--- config.mk ---
export PLATFORM = sky130hd
export DESIGN_NAME = clkch_ctrl
export DESIGN_NICKNAME = d
export VERILOG_FILES = /design/src/rtl/clkch_pkg.sv /design/src/rtl/clkch_regif.sv /design/src/rtl/clkch_channel.sv /design/src/rtl/clkch_ctrl.sv
export SDC_FILE = /design/constraint.sdc
export NUM_CORES = 1
export LEC_CHECK = 0
export ABC_AREA = 1
export BUFFER_PORTS_ARGS = -buffer_cell sky130_fd_sc_hd__buf_4
export CAP_MARGIN = 20
export CORE_MARGIN = 2
export CORE_UTILIZATION = 61
export CTS_CLUSTER_SIZE = 30
export DETAILED_ROUTE_END_ITERATION = 10
export GPL_TIMING_DRIVEN = 0
export PLACE_DENSITY_LB_ADDON = 0.15
export SLEW_MARGIN = 20
export SYNTH_ARGS = -nofsm -noshare
export SYNTH_HDL_FRONTEND = slang
export SYNTH_SLANG_ARGS = --single-unit
--- constraint.sdc ---
create_clock -name clk -period 4.6 [get_ports clk]
set_clock_uncertainty 0.15 [all_clocks]
set_input_delay 0.23 -clock clk [delete_from_list [all_inputs] [get_ports clk]]
set_output_delay 0.23 -clock clk [all_outputs]
set_load 0.02 [all_outputs]
--- src/rtl/clkch_pkg.sv ---
// Package: control word field positions and the divide ratio decode.
// Assumes a 32-bit control word; source field must end below the enable bit.
package clkch_pkg;
    localparam int REG_W   = 32;
    localparam int ID_LSB  = 0;
    localparam int ID_W    = 4;
    localparam int CMD_BIT = 7;
    localparam int DIV_LSB = 8;
    localparam int DIV_W   = 3;
    localparam int SRC_LSB = 16;
    localparam int EN_BIT  = 28;
    localparam int RAT_W   = 2 ** DIV_W;   // wide enough for 2^(2^DIV_W - 1)

    // Divide ratio for a divider code; the top code may mean three.
    function automatic logic [RAT_W-1:0] div_ratio(input logic [DIV_W-1:0] code,
                                                   input logic div3);
        if (div3 && (code == {DIV_W{1'b1}}))
            return RAT_W'(3);
        return RAT_W'(1) << code;
    endfunction
endpackage

--- src/rtl/clkch_regif.sv ---
// Register interface: decodes writes of the control word into per-channel
// load strobes, keeps the selected channel ID and builds the read word.
// Assumes NUM_CH <= 2^ID_W and fields laid out as in clkch_pkg.
module clkch_regif
    import clkch_pkg::*;
#(
    parameter int NUM_CH = 5,
    parameter int SRC_W  = 5
) (
    input  logic                    clk,
    input  logic                    rst_n,
    input  logic                    wr_en,
    input  logic [REG_W-1:0]        wr_data,
    input  logic [NUM_CH-1:0]       ch_en,
    input  logic [NUM_CH*SRC_W-1:0] ch_src,
    input  logic [NUM_CH*DIV_W-1:0] ch_div,
    output logic [NUM_CH-1:0]       load,
    output logic                    f_en,
    output logic [SRC_W-1:0]        f_src,
    output logic [DIV_W-1:0]        f_div,
    output logic [REG_W-1:0]        rd_data
);
    logic [ID_W-1:0] sel_q;
    logic [ID_W-1:0] f_id;
    logic            f_cmd;
    logic            id_ok;

    assign f_id  = wr_data[ID_LSB +: ID_W];
    assign f_cmd = wr_data[CMD_BIT];
    assign f_en  = wr_data[EN_BIT];
    assign f_src = wr_data[SRC_LSB +: SRC_W];
    assign f_div = wr_data[DIV_LSB +: DIV_W];
    assign id_ok = (32'(f_id) < NUM_CH);

    // Load strobe for the channel named by a valid command write.
    always_comb begin
        for (int i = 0; i < NUM_CH; i++)
            load[i] = wr_en && f_cmd && (f_id == ID_W'(i));
    end

    // Latch the selected ID on select writes and on valid command writes.
    always_ff @(posedge clk) begin
        if (!rst_n)
            sel_q <= '0;
        else if (wr_en && (!f_cmd || id_ok))
            sel_q <= f_id;
    end

    // Read word: selected ID plus the settings of that channel.
    always_comb begin
        rd_data = '0;
        rd_data[ID_LSB +: ID_W] = sel_q;
        for (int i = 0; i < NUM_CH; i++) begin
            if (sel_q == ID_W'(i)) begin
                rd_data[EN_BIT]              = ch_en[i];
                rd_data[SRC_LSB +: SRC_W]    = ch_src[i*SRC_W +: SRC_W];
                rd_data[DIV_LSB +: DIV_W]    = ch_div[i*DIV_W +: DIV_W];
            end
        end
    end

    // a command write with an out-of-range ID keeps the selection
    p_bad_id_keeps_sel_r4: assert property (@(posedge clk) disable iff (!rst_n)
        (wr_en && f_cmd && !id_ok) |=> $stable(sel_q));
endmodule

--- src/rtl/clkch_channel.sv ---
// One clock channel: holds enable, source and divider code, divides the
// selected source enable stream and tracks readiness after a source switch.
// Assumes SETTLE >= 1; the load strobe has priority over counting.
module clkch_channel
    import clkch_pkg::*;
#(
    parameter int SRC_W   = 5,
    parameter bit DIV3_EN = 1'b1,
    parameter int SETTLE  = 4
) (
    input  logic                 clk,
    input  logic                 rst_n,
    input  logic                 load,
    input  logic                 f_en,
    input  logic [SRC_W-1:0]     f_src,
    input  logic [DIV_W-1:0]     f_div,
    input  logic [2**SRC_W-1:0]  src_en,
    output logic                 en_o,
    output logic [SRC_W-1:0]     src_o,
    output logic [DIV_W-1:0]     div_o,
    output logic                 ready_o,
    output logic                 pulse_o
);
    localparam int CNT_W = RAT_W - 1;
    localparam int ST_W  = $clog2(SETTLE + 1);

    logic             en_q;
    logic [SRC_W-1:0] src_q;
    logic [DIV_W-1:0] div_q;
    logic             rdy_q;
    logic [ST_W-1:0]  settle_q;
    logic [CNT_W-1:0] cnt_q;
    logic             pulse_q;
    logic             tick;
    logic             last;
    logic [RAT_W-1:0] ratio;

    assign tick  = src_en[src_q];
    assign ratio = div_ratio(div_q, DIV3_EN);
    assign last  = ({1'b0, cnt_q} == (ratio - RAT_W'(1)));

    // Settings, readiness, settle countdown and divide counter.
    always_ff @(posedge clk) begin
        if (!rst_n) begin
            en_q     <= 1'b0;
            src_q    <= '0;
            div_q    <= '0;
            rdy_q    <= 1'b1;
            settle_q <= '0;
            cnt_q    <= '0;
        end else if (load) begin
            en_q  <= f_en;
            src_q <= f_src;
            div_q <= f_div;
            if (f_src != src_q) begin
                rdy_q    <= 1'b0;
                settle_q <= ST_W'(SETTLE);
                cnt_q    <= '0;
            end else if ((f_en && !en_q) || (f_div != div_q)) begin
                cnt_q <= '0;
            end
        end else if (!rdy_q) begin
            if (tick) begin
                if (settle_q == ST_W'(1))
                    rdy_q <= 1'b1;
                settle_q <= settle_q - 1'b1;
            end
        end else if (en_q && tick) begin
            cnt_q <= last ? '0 : cnt_q + 1'b1;
        end
    end

    // Registered output pulse on the source pulse that completes a period.
    always_ff @(posedge clk) begin
        if (!rst_n)
            pulse_q <= 1'b0;
        else
            pulse_q <= !load && en_q && rdy_q && tick && last;
    end

    assign en_o    = en_q;
    assign src_o   = src_q;
    assign div_o   = div_q;
    assign ready_o = rdy_q;
    assign pulse_o = pulse_q;

    // no pulse follows a cycle in which the channel was disabled
    p_off_silent_r10: assert property (@(posedge clk) disable iff (!rst_n)
        !en_q |=> !pulse_q);
    // no pulse follows a cycle in which the channel was switching
    p_switch_silent_r9: assert property (@(posedge clk) disable iff (!rst_n)
        !rdy_q |=> !pulse_q);
    // every pulse is caused by a pulse of the selected source
    p_pulse_from_src_r11: assert property (@(posedge clk) disable iff (!rst_n)
        pulse_q |-> $past(tick));
    // readiness drops only on a load that changes the source
    p_drop_on_src_r8: assert property (@(posedge clk) disable iff (!rst_n)
        $fell(rdy_q) |-> $past(load && (f_src != src_q)));
    // the divide counter stays below the ratio
    p_cnt_bound_r5: assert property (@(posedge clk) disable iff (!rst_n)
        ({1'b0, cnt_q} < ratio));
endmodule

--- src/rtl/clkch_ctrl.sv ---
// Top: register interface plus NUM_CH clock channels and the status word.
// Assumes 2 <= NUM_CH <= 16 and SRC_LSB + SRC_W <= EN_BIT.
module clkch_ctrl
    import clkch_pkg::*;
#(
    parameter int NUM_CH  = 5,
    parameter int SRC_W   = 5,
    parameter bit DIV3_EN = 1'b1,
    parameter int SETTLE  = 4
) (
    input  logic                clk,
    input  logic                rst_n,
    input  logic                wr_en,
    input  logic [REG_W-1:0]    wr_data,
    output logic [REG_W-1:0]    rd_data,
    output logic [1:0]          status,
    input  logic [2**SRC_W-1:0] src_en,
    output logic [NUM_CH-1:0]   ch_pulse
);
    logic [NUM_CH-1:0]       load;
    logic                    f_en;
    logic [SRC_W-1:0]        f_src;
    logic [DIV_W-1:0]        f_div;
    logic [NUM_CH-1:0]       ch_en;
    logic [NUM_CH*SRC_W-1:0] ch_src;
    logic [NUM_CH*DIV_W-1:0] ch_div;
    logic [NUM_CH-1:0]       ch_rdy;

    clkch_regif #(.NUM_CH(NUM_CH), .SRC_W(SRC_W)) u_regif (
        .clk(clk), .rst_n(rst_n), .wr_en(wr_en), .wr_data(wr_data),
        .ch_en(ch_en), .ch_src(ch_src), .ch_div(ch_div),
        .load(load), .f_en(f_en), .f_src(f_src), .f_div(f_div),
        .rd_data(rd_data)
    );

    for (genvar i = 0; i < NUM_CH; i++) begin : g_ch
        clkch_channel #(.SRC_W(SRC_W), .DIV3_EN(DIV3_EN), .SETTLE(SETTLE)) u_ch (
            .clk(clk), .rst_n(rst_n), .load(load[i]),
            .f_en(f_en), .f_src(f_src), .f_div(f_div), .src_en(src_en),
            .en_o(ch_en[i]), .src_o(ch_src[i*SRC_W +: SRC_W]),
            .div_o(ch_div[i*DIV_W +: DIV_W]),
            .ready_o(ch_rdy[i]), .pulse_o(ch_pulse[i])
        );
    end

    // Status: channel 0 alone, then all other channels combined.
    assign status = {&ch_rdy[NUM_CH-1:1], ch_rdy[0]};

    // a shared status bit of one means every other channel is ready
    p_shared_ready_r7: assert property (@(posedge clk) disable iff (!rst_n)
        status[1] |-> ($countones(ch_rdy[NUM_CH-1:1]) == NUM_CH - 1));
endmodule

* Yosys cells after proc, flatten, opt, wreduce, memory -nomap -nowiden
Index checks and enable logic that the tools add are counted.
Word-level totals: register bits 109, word-level logic and storage cells 307
Operators by class: add/subtract/negate cells 15, magnitude comparators 6, equality and inequality tests 48, shift-type cells 5, muxes and demuxes 115, reduce and logical (&&, ||, !) cells 82
Operator list (count):
- $mux W7 | 30
- $mux W8 | 10
- $mux W3 | 25
- $eq A7 B8 Y1 | 5
- $mux W1 | 40
- $shl A1 B3 Y8 const A | 5
- $sub A8 B1 Y8 const B | 5
- $logic_and A1 B1 Y1 | 37
- $add A7 B1 Y7 const B | 5
- $lt A5 B6 Y1 const B | 5
- $reduce_and A3 Y1 | 10
- $reduce_bool A2 Y1 | 15
- $bmux W1 S5 | 5
- $mux W5 | 5
- $ne A5 B5 Y1 | 5
- $eq A4 B2 Y1 const B | 4
- $eq A3 B1 Y1 const B | 5
- $eq A3 B3 Y1 const B | 5
- $ne A3 B3 Y1 | 5
- $ne A3 B3 Y1 const B | 5
- $sub A3 B1 Y3 const B | 5
- $logic_not A1 Y1 | 11
- $ne A2 B1 Y1 const B | 5
- $ne A2 B2 Y1 const B | 5
- other kinds (6) | 14

* Longest topological paths before layout
Gate-level depths: netlist of the first run.
depth in word-level cells 9, gate-level depth with buffers 18, mapped depth without buffers 17

* Hierarchy
From an unflattened synthesis of the first run, not the netlist that was laid out.
Unflattened totals: cells, all modules 1571, area total of the unflattened synthesis 9824.4 um^2
By module, submodules not included:
- clkch_channel | instances 5, cells an instance 281, area an instance 1773.0 um^2, sequential area each 420.4 um^2
- clkch_regif | instances 1, cells an instance 162, area an instance 940.9 um^2, sequential area each 80.1 um^2
- clkch_ctrl | instances 1, cells an instance 4, area an instance 18.8 um^2, sequential area each 0.0 um^2

* Least setup slack after synthesis of the first run
OpenSTA, ideal clock, no wires.
kind reg-to-reg, start point reg g_ch[4].u_ch.div_q[2], end point reg g_ch[4].u_ch.cnt_q[6], setup time 0.113 ns, arrival 1.813 ns, path slack 2.524 ns, cell stages (with the launch flop) 17, buffers on the path 1, period minus slack after synthesis 2.076 ns, cells stage by stage dfxtp_1 > buf_2 > inv_1 > nand2_1 > nand2_1 > inv_1 > ha_1 > xnor2_1 > nand3b_1 > nor2_1 > nand2_1 > nor2_2 > inv_2 > nand2_1 > nand2_1 > nand2_1 > nor2_1
On the way: longest elaborated chain between the ends 9, elaborated cells on any way between the ends 14, those cells by class add/sub: 1; eq/ne: 4; shift: 1; mux: 6; reduce/logical: 2
Ends and longest elaborated chain:
- start: declaration | line clkch_channel.sv:29 | logic [DIV_W-1:0] div_q;
- start signal: assignment | line clkch_channel.sv:54 | div_q <= f_div;
- $eq A3 B3 Y1 | line clkch_pkg.sv:17 | if (div3 && (code == {DIV_W{1'b1}}))
- $mux W1 | line clkch_pkg.sv:17
- $mux W8 | line clkch_pkg.sv:19 | return RAT_W'(1) << code;
- $sub A8 B1 Y8 | line clkch_channel.sv:40 | assign last = ({1'b0, cnt_q} == (ratio - RAT_W'(1)));
- $eq A7 B8 Y1 | line clkch_channel.sv:40
- $mux W7 | line clkch_channel.sv:69 | cnt_q <= last ? '0 : cnt_q + 1'b1;
- $mux W7 | line clkch_channel.sv:68 | end else if (en_q && tick) begin
- $mux W7 | line clkch_channel.sv:62 | end else if (!rdy_q) begin
- $mux W7 | line clkch_channel.sv:51 | end else if (load) begin
- end signal: assignment | line clkch_channel.sv:69
- end: declaration | line clkch_channel.sv:32 | logic [CNT_W-1:0] cnt_q;
Several ways; a longest one is shown, not always the timed one. The select of a mux whose other input is x is not followed. A chain may end at the register's enable or synchronous reset.

* Final worst setup path of the first run
start point reg u_regif.sel_q[1], end point out rd_data[9]
On the way: longest elaborated chain between the ends 6, elaborated cells on any way between the ends 10, those cells by class eq/ne: 4; mux: 5; reduce/logical: 1
Ends and longest elaborated chain:
- start: declaration | line clkch_regif.sv:23 | logic [ID_W-1:0] sel_q;
- start signal: assignment | line clkch_regif.sv:46 | sel_q <= f_id;
- $logic_not A4 Y1 | line clkch_regif.sv:54 | if (sel_q == ID_W'(i)) begin
- $mux W3 (4 in series) | line clkch_regif.sv:54
- $mux W3 * | line clkch_regif.sv:54
- end: declaration | line clkch_ctrl.sv:15 | output logic [REG_W-1:0] rd_data,
Mark *: on every way between the ends. The rest lies on a longest branch, timed or not.

==> flow_summary_export.csv, run 1 <==
group,metric,value,unit
status,status,"finished, final reports clean",
worst_setup_path,max_stage_delay,0.77,ns
drt,wire_per_inst,16.6,um
synthesis,synth_seq_cells,109,
drt,drt-met1-wl,12200,um
power_and_ir_drop,irDropWorstVdd,0.201,mV
drt,first_pass_iters,5,
synthesis,synth_area,0.00918,mm^2
synthesis,ys_warn_count,0,
floorplan,num_rows,44,
sta,fin_crit,2.56,ns
layout,finalCoreUtilization,70.1,%
synthesis,synth.avg_cell_area,6.03,um^2
sta,max_slew.worst_pin.slew,0.920,ns
sta,relSlewSlack,38.1,%
synthesis,ys_async_sr_fraction,0,%
worst_setup_path,r2r_start,"g_ch[3].u_ch.div_o[1]$_SDFFE_PN0P_",
floorplan,ioPinCount,106,
synthesis,ys_seq_area_share,23.8,%
global_route,grt_overflow,0,
worst_setup_path,r2r_end,"g_ch[3].u_ch.cnt_q[4]$_SDFFE_PN0P_",
clocking,tritoncts,"yes",
drt,viasPerCell,5.85,
sta,hold_violations,0,
floorplan,die-height,127,um
drt,maxUsedRoutingLayer,"met4",
floorplan,dieWidth,127,um
min_path,holdPathEnd,"u_regif.sel_q[0]$_SDFFE_PN0P_",
worst_setup_path,cp.required,4.22,ns
sta,clock.fmax,0.391,GHz
sta,slew_violations,0,
clocking,numCtsBuffers,9,
layout,fillers,1359,
layout,mostFrequentLayoutCell,"nand2_1",
global_route,grt_antenna_before_repair,0,
worst_setup_path,reg2regPathDepth,16,
min_path,worstHoldStart,"wr_data[0]",
worst_setup_path,start_kind,"flip-flop",
worst_setup_path,path_class,"reg2out",
worst_setup_path,slowest_stage,"nor4_2",
global_route,first_global_vias,9600,
layout,area_growth,11.5,%
drt,via_count,10530,
worst_setup_path,crit_path_cell_trace,"inv_1 > nor4_2 > a21oi_1 > o221ai_1 > buf_4",
clocking,clk_latency,0.37,ns
power_and_ir_drop,powerDensity,220,mW/mm^2
global_route,grt_max_degree,19,
drt,dr_wl_met3,3200,um
sta,setup_viol,0,
clocking,htreeDepth,3,
drt,wl_met2,13500,um
synthesis,ys.flop_type,"dfxtp_1",
worst_setup_path,worst_setup_path_end_kind,"output pin",
worst_setup_path,cp_max_fo,9,
synthesis,postSynthCellCount,1523,
placed_design,io_buffers,58,
placed_design,gp_congestion,1.03,
layout,drive_gt1_share,13.6,%
clocking,cts_setup_buffers,0,
placed_design,hpwl,22100,um
clocking,clk_pin_slew_worst_paths,0.07,ns
layout,ff_latch_area,0.00218,mm^2
sta,setup_tns,0,ns
synthesis,synth-edff-count,0,
global_route,grt_usage,36.9,%
job,drv_cap,0,
min_path,hold_path_depth,3,
clocking,cts_buffer_depth,2,
clocking,cts_sinks,109,
layout,multiInputGateArea,0.00596,mm^2
layout,final_cell_mix,"nand2_1 (483), nand3_1 (239), dfxtp_1 (109), nor2_1 (105), inv_1 (103)",
floorplan,die_area,0.0160,mm^2
worst_setup_path,r2r_setup_slack,2.17,ns
min_path,hold_path_class,"in2reg",
global_route,grt_pass1_wl,48000,um
drt,drc,0,
drt,drtIter0Drc,1331,
drt,drt_wl_total,29800,um
layout,antennaDiodeCount,0,
clocking,cts.root.buffer_cell,"clkbuf_16",
worst_setup_path,critical_path_arrival,2.18,ns
floorplan,core_area,0.0146,mm^2
power_and_ir_drop,p_leak,4.87,nW
synthesis,ys_types,43,
floorplan,start_util,62.9,%
drt,ant_nets,0,
layout,fin_nets,1699,
sta,rsz0062_at_grt,"no",
sta,fin_crit_sh,55.6,%
-- routing by layer --
layer	GRT usage, %	vias up
met1	49.2	4788
met5	0	-
met3	7.80	87
li1	-	5099
met2	59.9	556
met4	11.7	0
-- repair_timing --
action / 4_1_cts / 5_1_grt
resized for setup: 0 / 0
endpoints found under the hold margin: 2 / 0
hold buffers: 2 / 0
-- state kept, by name, indices dropped and copies added, names as in the netlist --
signal              flops
g_ch.u_ch.cnt_q        35
g_ch.u_ch.src_o        25
g_ch.u_ch.div_o        15
g_ch.u_ch.settle_q     15
g_ch.u_ch.en_o          5
g_ch.u_ch.pulse_o       5
g_ch.u_ch.ready_o       5
u_regif.sel_q           4
-- synthesized netlist by cell type, types with 3 or more instances --
| cell | count | area share (%) |
|---|---|---|
| nand3_1 | 239 | 13 |
| buf_4 | 36 | 2.9 |
| buf_6 | 7 | 0.86 |
| buf_2 | 30 | 1.6 |
| dfxtp_1 | 109 | 24 |
| o21ai_1 | 3 | 0.16 |
| xor2_1 | 41 | 3.9 |
| nand4_2 | 3 | 0.41 |
| nor3_1 | 16 | 0.87 |
| o21ai_0 | 57 | 3.1 |
| nand3b_1 | 21 | 1.7 |
| nor2_2 | 3 | 0.20 |
| inv_2 | 24 | 0.98 |
| nor4_2 | 3 | 0.41 |
| inv_1 | 103 | 4.2 |
| o211ai_1 | 6 | 0.49 |
| ha_1 | 20 | 2.7 |
| a21oi_1 | 94 | 5.1 |
| a21oi_2 | 3 | 0.29 |
| clkbuf_1 | 25 | 1.0 |
| nand2_2 | 7 | 0.48 |
| nand3_2 | 14 | 1.5 |
| or2_2 | 5 | 0.34 |
| o22ai_1 | 13 | 0.89 |
| nand2_1 | 483 | 20 |
| xnor2_1 | 15 | 1.4 |
| nor2_1 | 105 | 4.3 |
| nand4_1 | 15 | 1.0 |
-- worst max-delay path, delay by kind of cell (launching register included) --
| kind | cells | cell delay (ns) |
|---|---|---|
| DFF | 1 | 0.42 |
| buffers and inverters | 2 | 0.31 |
| and+or+nand+nor | 1 | 0.77 |
| AOI/OAI and AO/OA | 2 | 0.32 |
-- logic make-up after synthesis --
kind of cell,after synthesis,synth area share [%]
buffers and inverters,230,12.0
flip-flops,109,23.8
adder cells (fa/ha/maj),20,2.73
AND/OR/NAND/NOR,920,44.8
other,1,0.0409
AO/OA/AOI/OAI,187,11.3
XOR/XNOR,56,5.34
-- layout make-up --
class	instances	area share, %
plain buffers	98	5.80
clock buffers	9	2.20
clock inverters	6	0.710
inverters	132	5.00
multi-input cells	1202	58.2
flip-flops and latches	109	21.3
well taps	184	2.25
repair buffers	60	4.45
-- how the worst max path moves through the flow --
| stage | end | slack (ns) | depth (start not counted) | start |
|---|---|---|---|---|
| 2_1_floorplan | g_ch[4].u_ch.cnt_q[6]$_SDFFE_PN0P_ | 2.52 | 16 | g_ch[4].u_ch.div_o[2]$_SDFFE_PN0P_ |
| 3_3_place_gp | g_ch[3].u_ch.cnt_q[3]$_SDFFE_PN0P_ | 2.26 | 15 | g_ch[3].u_ch.div_o[1]$_SDFFE_PN0P_ |
| 3_5_place_dp | g_ch[3].u_ch.cnt_q[4]$_SDFFE_PN0P_ | 2.22 | 16 | g_ch[3].u_ch.div_o[1]$_SDFFE_PN0P_ |
| 4_1_cts | rd_data[9] | 2.04 | 5 | u_regif.sel_q[1]$_SDFFE_PN0P_ |
| 5_1_grt | rd_data[17] | 1.90 | 5 | u_regif.sel_q[1]$_SDFFE_PN0P_ |
| 6_report | rd_data[9] | 2.04 | 5 | u_regif.sel_q[1]$_SDFFE_PN0P_ |
-- stage by stage --
stage	setup WS (ns)	total power [mW]	hold WS, ns	instance area, um^2	std cells
CTS	2.04	2.24	0.0222	10200	1800
finish	2.04	2.25	0.0288	10200	1800
global placement	2.26	1.42	0.314	9910	1783
detailed placement	2.22	1.43	0.321	9910	1783
global route	1.90	2.32	0.0464	10200	1800
floorplan	2.52	1.28	0.208	9240	1541
-- where the power goes --
group | internal, mW | switching (mW)
clock | 0.426 | 0.396
combinational | 0.148 | 0.301
sequential | 0.958 | 0.0166
No activity file was read; power rests on OpenSTA's default activity.
==> run 2: changes to the inputs <==
--- a/config.mk
+++ b/config.mk
@@ -9,7 +9,7 @@
 export BUFFER_PORTS_ARGS = -buffer_cell sky130_fd_sc_hd__buf_4
 export CAP_MARGIN = 20
 export CORE_MARGIN = 2
-export CORE_UTILIZATION = 61
+export CORE_UTILIZATION = 54
 export CTS_CLUSTER_SIZE = 30
 export DETAILED_ROUTE_END_ITERATION = 10
 export GPL_TIMING_DRIVEN = 0
==> constraint.sdc (replaced) <==
create_clock -name clk -period 2.1 [get_ports clk]
set_clock_uncertainty 0.15 [all_clocks]
set_input_delay 0.105 -clock clk [delete_from_list [all_inputs] [get_ports clk]]
set_output_delay 0.105 -clock clk [all_outputs]
set_load 0.02 [all_outputs]
==> run 2 against run 1 <==
  * The flow now finishes with violations (negative setup slack)
  * Sequential share of layout area is 1.6 points lower
  * First-iteration DRC count is 3.9% lower
  * Worst hold slack worse by 0.010 ns
  * Clock-buffer cell count stayed put
  * Wire length is 8.6% higher
  * Cell area is 11% higher
  * Critical path depth is 11 higher
  * Register-to-register slack worse by 2.2 ns
  * Clock power is 150% higher
  * Total power is 140% higher
  * Largest power group unchanged
==> flow_summary_export.csv, run 2 (same netlist as run 1, synthesis figures left out) <==
group,metric,value,unit
worst_setup_path,r2r_start,"g_ch[3].u_ch.div_o[1]$_SDFFE_PN0P_",
global_route,grt_max_degree,19,
worst_setup_path,critical_path_arrival,2.23,ns
global_route,grt_pass1_wl,48600,um
global_route,grt_antenna_before_repair,0,
clocking,cts_sinks,109,
worst_setup_path,slowest_stage,"dfxtp_2",
power_and_ir_drop,p_leak,5.25,nW
worst_setup_path,worst_setup_path_end_kind,"flip-flop",
worst_setup_path,path_buf_inv,3,
worst_setup_path,start_kind,"flip-flop",
layout,area_growth,23.5,%
worst_setup_path,r2r_end,"g_ch[3].u_ch.cnt_q[3]$_SDFFE_PN0P_",
min_path,hold_path_class,"in2reg",
worst_setup_path,path_delay_family,"simple AND/OR/NAND/NOR gates",
sta,relSlewSlack,39.4,%
layout,mostFrequentLayoutCell,"nand2_1",
clocking,clk_latency,0.37,ns
min_path,worstHoldStart,"wr_data[16]",
layout,antennaDiodeCount,0,
drt,drc,0,
drt,ant_nets,0,
placed_design,hpwl,22600,um
placed_design,gp_congestion,1.03,
status,violations,"negative setup slack",
sta,fin_crit_sh,102,%
sta,slew_violations,0,
clocking,htreeDepth,3,
sta,setup_slack,-0.0430,ns
clocking,cts.root.buffer_cell,"clkbuf_16",
worst_setup_path,cp_max_fo,8,
power_and_ir_drop,finalPower,5.30,mW
sta,hold_violations,0,
drt,drtIter0Drc,1279,
power_and_ir_drop,powerDensity,467,mW/mm^2
floorplan,die_area,0.0181,mm^2
min_path,holdPathEnd,"g_ch[3].u_ch.src_o[0]$_SDFFE_PN0P_",
placed_design,io_buffers,58,
layout,drive_gt1_share,22.5,%
global_route,use_met2,54.1,%
clocking,cts_buffer_depth,2,
floorplan,core_area,0.0166,mm^2
layout,fin_nets,1737,
floorplan,dieWidth,134,um
worst_setup_path,cp.required,2.18,ns
power_and_ir_drop,irDropWorstVdd,0.418,mV
clocking,numCtsBuffers,9,
layout,multiInputGateArea,0.00647,mm^2
layout,final_cell_mix,"nand2_1 (454), nand3_1 (211), buf_4 (129), a21oi_1 (94), dfxtp_1 (93)",
worst_setup_path,path_class,"reg2reg",
drt,first_pass_iters,5,
global_route,grtUsageMet1,45.9,%
drt,viasPerCell,5.74,
layout,ff_latch_area,0.00223,mm^2
drt,drt_wl_total,32400,um
worst_setup_path,max_stage_delay,0.34,ns
min_path,hold_path_depth,3,
placed_design,pre_cts_ws,-0.269,ns
global_route,first_global_vias,9384,
layout,top_register,"g_ch.u_ch.cnt_q",
global_route,top_usage_layer,"met2",
floorplan,die-height,134,um
worst_setup_path,crit_path_cell_trace,"buf_8 > inv_8 > nand2_4 > nand3_4 > ha_4 > buf_6 > nand2_4 > o21ai_4 > nand3_2 > nand2_2 > nor2_2 > nand3_4 > nand3b_1 > nand2_1 > nand2_1 > nor2_1",
job,drv_cap,0,
worst_setup_path,r2r_setup_slack,-0.04,ns
layout,fillers,1476,
drt,via_count,10756,
sta,clock.fmax,0.467,GHz
sta,rsz0062_at_grt,"yes",
floorplan,start_util,55.3,%
worst_setup_path,reg2regPathDepth,16,
sta,fin_crit,2.14,ns
clocking,tritoncts,"yes",
floorplan,ioPinCount,106,
global_route,use_met3,7.60,%
global_route,grt_usage,34.0,%
clocking,clk_pin_slew_worst_paths,0.08,ns
sta,max_slew.worst_pin.slew,0.909,ns
floorplan,num_rows,47,
layout,largest_reg_flops,35,
drt,wire_per_inst,17.3,um
status,status,"finished with violations",
sta,setup_viol,11,
global_route,grt_overflow,0,
-- run 2: cell type report --
cell class | instances | share of cell area (%)
multi-input cells | 1202 | 57.1
flip-flops and latches | 109 | 19.7
repair buffers | 106 | 7.50
plain buffers | 90 | 5.37
inverters | 132 | 4.87
well taps | 220 | 2.43
clock buffers | 9 | 1.99
clock inverters | 7 | 1.08
-- run 2: per-layer routing --
metal / vias to the layer above / wire [um]
met5: - / 0
met4: 0 / 939
met3: 96 / 3370
met2: 546 / 14800
met1: 4923 / 13200
li1: 5191 / -
-- run 2: how the worst max path moves through the flow --
stage	from	to	cells past startpoint
floorplan	g_ch[4].u_ch.div_o[2]$_SDFFE_PN0P_	g_ch[4].u_ch.cnt_q[6]$_SDFFE_PN0P_	16
global placement	g_ch[3].u_ch.div_o[1]$_SDFFE_PN0P_	g_ch[3].u_ch.cnt_q[3]$_SDFFE_PN0P_	15
detailed placement	g_ch[4].u_ch.div_o[2]$_SDFFE_PN0P_	g_ch[4].u_ch.cnt_q[1]$_SDFFE_PN0P_	16
CTS	g_ch[4].u_ch.div_o[1]$_SDFFE_PN0P_	g_ch[4].u_ch.cnt_q[1]$_SDFFE_PN0P_	13
global route	g_ch[4].u_ch.div_o[0]$_SDFFE_PN0P_	g_ch[4].u_ch.cnt_q[4]$_SDFFE_PN0P_	15
finish	g_ch[3].u_ch.div_o[1]$_SDFFE_PN0P_	g_ch[3].u_ch.cnt_q[3]$_SDFFE_PN0P_	16
-- run 2: per-stage QoR --
| stage | util (%) | hold WS (ns) | setup TNS (ns) | cell area (um^2) | cells |
|---|---|---|---|---|---|
| global route | 68.4 | 0.0323 | -3.51 | 11300 | 1875 |
| finish | 68.4 | 0.0183 | -0.215 | 11300 | 1875 |
| CTS | 64.5 | 0.00313 | 0 | 10700 | 1853 |
| global placement | 60.0 | 0.220 | -6.21 | 9950 | 1819 |
| detailed placement | 60.0 | 0.225 | -7.07 | 9950 | 1819 |
| floorplan | - | 0.0829 | 0 | 9240 | 1541 |
-- run 2: worst register-to-register path, delay by kind of cell (launching register included) --
family	cells	cell delay (ns)
fa+ha+maj	1	0.18
buf+inv	3	0.31
compound gates	1	0.06
flops	1	0.34
simple gates	11	0.95
-- run 2: timing repair --
action,in CTS,in global routing
resized for setup,74,127
hold endpoints to repair,8,0
gates cloned,0,1
hold buffers,7,0
setup buffers,13,27
pin swaps,23,61
setup endpoints to repair,48,61
-- run 2: power by group --
group	switching [mW]	internal (mW)	total, mW
combinational	0.731	0.402	1.13
clock	0.856	1.18	2.03
sequential	0.0457	2.09	2.13
total	1.63	3.66	5.30
==> run 3: changes to the inputs <==
--- a/config.mk
+++ b/config.mk
@@ -9,11 +9,13 @@
 export BUFFER_PORTS_ARGS = -buffer_cell sky130_fd_sc_hd__buf_4
 export CAP_MARGIN = 20
 export CORE_MARGIN = 2
-export CORE_UTILIZATION = 54
+export CORE_UTILIZATION = 50
 export CTS_CLUSTER_SIZE = 30
 export DETAILED_ROUTE_END_ITERATION = 10
 export GPL_TIMING_DRIVEN = 0
+export HOLD_SLACK_MARGIN = 0.08
 export PLACE_DENSITY_LB_ADDON = 0.15
+export SKIP_CTS_REPAIR_TIMING = 1
 export SLEW_MARGIN = 20
 export SYNTH_ARGS = -nofsm -noshare
 export SYNTH_HDL_FRONTEND = slang
==> run 3 against run 2 <==
  * The run still ends with negative setup slack left
  * Critical path depth shrank 2
  * Via count shrank 1.0%
  * Cell count grew 0.27%
  * Worst setup slack lost 0.032 ns
  * Worst hold slack gained 0.0093 ns
  * Die area grew 7.8%
  * Flip-flop and latch count is the same
  * Core utilization shrank 5.8 points
  * First-iteration DRC count shrank 15%
  * Clock power grew 6%
  * Clock-buffer cell count is the same
  * Largest cell class unchanged
==> flow_summary_export.csv, run 3 (same netlist as run 1, synthesis figures left out) <==
group,metric,value,unit
min_path,hold_path_depth,3,
worst_setup_path,cp.required,2.18,ns
clocking,clk_latency,0.37,ns
status,status,"finished with violations",
worst_setup_path,crit_top_cell,"nand2_1",
power_and_ir_drop,clkPwrFrac,39.7,%
layout,final_cell_mix,"nand2_1 (458), nand3_1 (218), buf_4 (109), inv_1 (92), a21oi_1 (92)",
worst_setup_path,path_buf_inv,2,
worst_setup_path,reg2regPathDepth,14,
clocking,tritoncts,"yes",
worst_setup_path,crit_path_cell_trace,"buf_6 > nor2_4 > nand2_2 > nand2_2 > inv_2 > ha_4 > xor2_1 > nand2_1 > nor3_4 > nand3_4 > nand3b_1 > nand2_1 > nand2_1 > nor2_1",
worst_setup_path,r2r_setup_slack,-0.08,ns
clocking,clk_pin_slew_worst_paths,0.07,ns
sta,setup_tns,-0.936,ns
layout,drive_gt1_share,21.2,%
clocking,cts_sinks,109,
drt,drt_wl_total,31700,um
sta,clock.fmax,0.460,GHz
power_and_ir_drop,switching_share,30.0,%
global_route,grt_overflow,0,
global_route,grt_antenna_before_repair,2,
worst_setup_path,r2r_start,"g_ch[3].u_ch.div_o[1]$_SDFFE_PN0P_",
clocking,cts.root.buffer_cell,"clkbuf_16",
worst_setup_path,start_kind,"flip-flop",
min_path,hold_path_class,"in2reg",
sta,relSlewSlack,34.0,%
drt,drc,0,
floorplan,ioPinCount,106,
drt,first_pass_iters,5,
layout,fin_nets,1732,
placed_design,pre_cts_ws,-0.277,ns
sta,fin_crit_sh,104,%
global_route,grt_pass1_wl,46800,um
sta,setup_viol,29,
status,violations,"negative setup slack",
power_and_ir_drop,p_leak,5.17,nW
sta,slew_violations,0,
min_path,holdPathEnd,"g_ch[3].u_ch.div_o[0]$_SDFFE_PN0P_",
floorplan,start_util,51.1,%
layout,mostFrequentLayoutCell,"nand2_1",
worst_setup_path,worst_setup_path_end_kind,"flip-flop",
layout,largest_reg_flops,35,
power_and_ir_drop,p_comb_share,20.8,%
power_and_ir_drop,powerDensity,483,mW/mm^2
worst_setup_path,critical_path_arrival,2.26,ns
sta,hold_violations,0,
floorplan,dieWidth,139,um
sta,setup_slack,-0.0755,ns
clocking,cts_buffer_depth,2,
power_and_ir_drop,irDropWorstVdd,0.452,mV
layout,top_register,"g_ch.u_ch.cnt_q",
floorplan,die_area,0.0195,mm^2
drt,wire_per_inst,16.9,um
power_and_ir_drop,internal-power,3.80,mW
worst_setup_path,path_class,"reg2reg",
floorplan,die-height,139,um
job,drv_cap,0,
placed_design,io_buffers,58,
worst_setup_path,path_delay_family,"simple AND/OR/NAND/NOR gates",
worst_setup_path,slowest_stage,"dfxtp_2",
clocking,htreeDepth,3,
global_route,grt_usage,29.8,%
placed_design,hpwl,22300,um
drt,via_count,10647,
floorplan,core_area,0.0180,mm^2
power_and_ir_drop,seqPwrFrac,39.5,%
global_route,grt_max_degree,19,
placed_design,gp_congestion,0.991,
drt,drtIter0Drc,1081,
worst_setup_path,r2r_end,"g_ch[3].u_ch.cnt_q[3]$_SDFFE_PN0P_",
sta,fin_crit,2.18,ns
layout,fillers,1654,
worst_setup_path,max_stage_delay,0.32,ns
sta,rsz0062_at_grt,"yes",
clocking,numCtsBuffers,9,
layout,area_growth,22.4,%
min_path,worstHoldStart,"wr_data[8]",
drt,ant_nets,0,
floorplan,num_rows,49,
power_and_ir_drop,p_sw,1.63,mW
sta,max_slew.worst_pin.slew,0.991,ns
worst_setup_path,cp_max_fo,8,
global_route,first_global_vias,9134,
drt,viasPerCell,5.66,
[run 3: changes by cell type in the layout (fill, tap and decap cells not counted), moves of 7 or more]
cell,before,now
buf_4,129,109
dfxtp_4,12,3
dfxtp_2,4,16
dlygate4sd3_1,7,14
buf_6,13,20
nand3_1,211,218
[run 3: through the flow]
step	cells	hold WS (ns)	util (%)	instance area [um^2]	power, mW
6_report	1880	0.0276	62.5	11200	5.43
5_1_grt	1879	0.0802	62.5	11200	5.60
4_1_cts	1844	-0.158	57.5	10300	5.26
3_5_place_dp	1828	0.228	55.5	9970	3.13
3_3_place_gp	1828	0.219	55.5	9970	3.12
2_1_floorplan	1541	0.0829	-	9240	2.81
[run 3: worst register-to-register path: stages (launching register included)]
cell	delay, ns
dfxtp_2	0.32
buf_6	0.13
nor2_4	0.10
nand2_2	0.06
nand2_2	0.10
inv_2	0.05
ha_4	0.26
xor2_1	0.15
nand2_1	0.11
nor3_4	0.17
nand3_4	0.16
nand3b_1	0.12
nand2_1	0.06
nand2_1	0.06
nor2_1	0.03
[run 3: final cells by class]
| type | count | area, um^2 | share of cell area (%) |
|---|---|---|---|
| Antenna cell | 1 | 2.50 | 0.0223 |
| Buffer | 95 | 644 | 5.74 |
| Clock buffer | 9 | 225 | 2.00 |
| Clock inverter | 7 | 145 | 1.29 |
| Inverter | 132 | 542 | 4.82 |
| Multi-Input combinational cell | 1203 | 6390 | 56.9 |
| Sequential cell | 109 | 2210 | 19.7 |
| Tap cell | 229 | 287 | 2.55 |
| Timing Repair Buffer | 95 | 782 | 6.96 |
[run 3: worst max path at each step]
stage                                             startpoint                            endpoint  cells after the start  slack, ns
after CTS                      u_regif.sel_q[1]$_SDFFE_PN0P_                          rd_data[9]                      5      -0.30
after global placement    g_ch[4].u_ch.div_o[2]$_SDFFE_PN0P_  g_ch[4].u_ch.cnt_q[4]$_SDFFE_PN0P_                     16      -0.23
after detailed placement  g_ch[4].u_ch.div_o[2]$_SDFFE_PN0P_  g_ch[4].u_ch.cnt_q[4]$_SDFFE_PN0P_                     18      -0.28
after floorplan           g_ch[4].u_ch.div_o[2]$_SDFFE_PN0P_  g_ch[4].u_ch.cnt_q[6]$_SDFFE_PN0P_                     16       0.02
final                     g_ch[3].u_ch.div_o[1]$_SDFFE_PN0P_  g_ch[3].u_ch.cnt_q[3]$_SDFFE_PN0P_                     14      -0.08
after global routing      g_ch[3].u_ch.div_o[1]$_SDFFE_PN0P_  g_ch[3].u_ch.cnt_q[3]$_SDFFE_PN0P_                     14      -0.21
[run 3: power groups by stage]
| stage | Combinational, mW | Sequential [mW] | Clock [mW] |
|---|---|---|---|
| detailed placement | 0.947 | 2.18 | 0 |
| CTS | 0.950 | 2.14 | 2.17 |
| global route | 1.22 | 2.15 | 2.24 |
| global placement | 0.937 | 2.18 | 0 |
| floorplan | 0.630 | 2.18 | 0 |
| finish | 1.13 | 2.14 | 2.16 |
[run 3: per-layer routing]
metal  global-route usage [%]  share of wire, %
met1                     39.1                40
met3                     7.02                10
met4                     9.99               3.6
met5                     2.51                 0
met2                     48.2                46
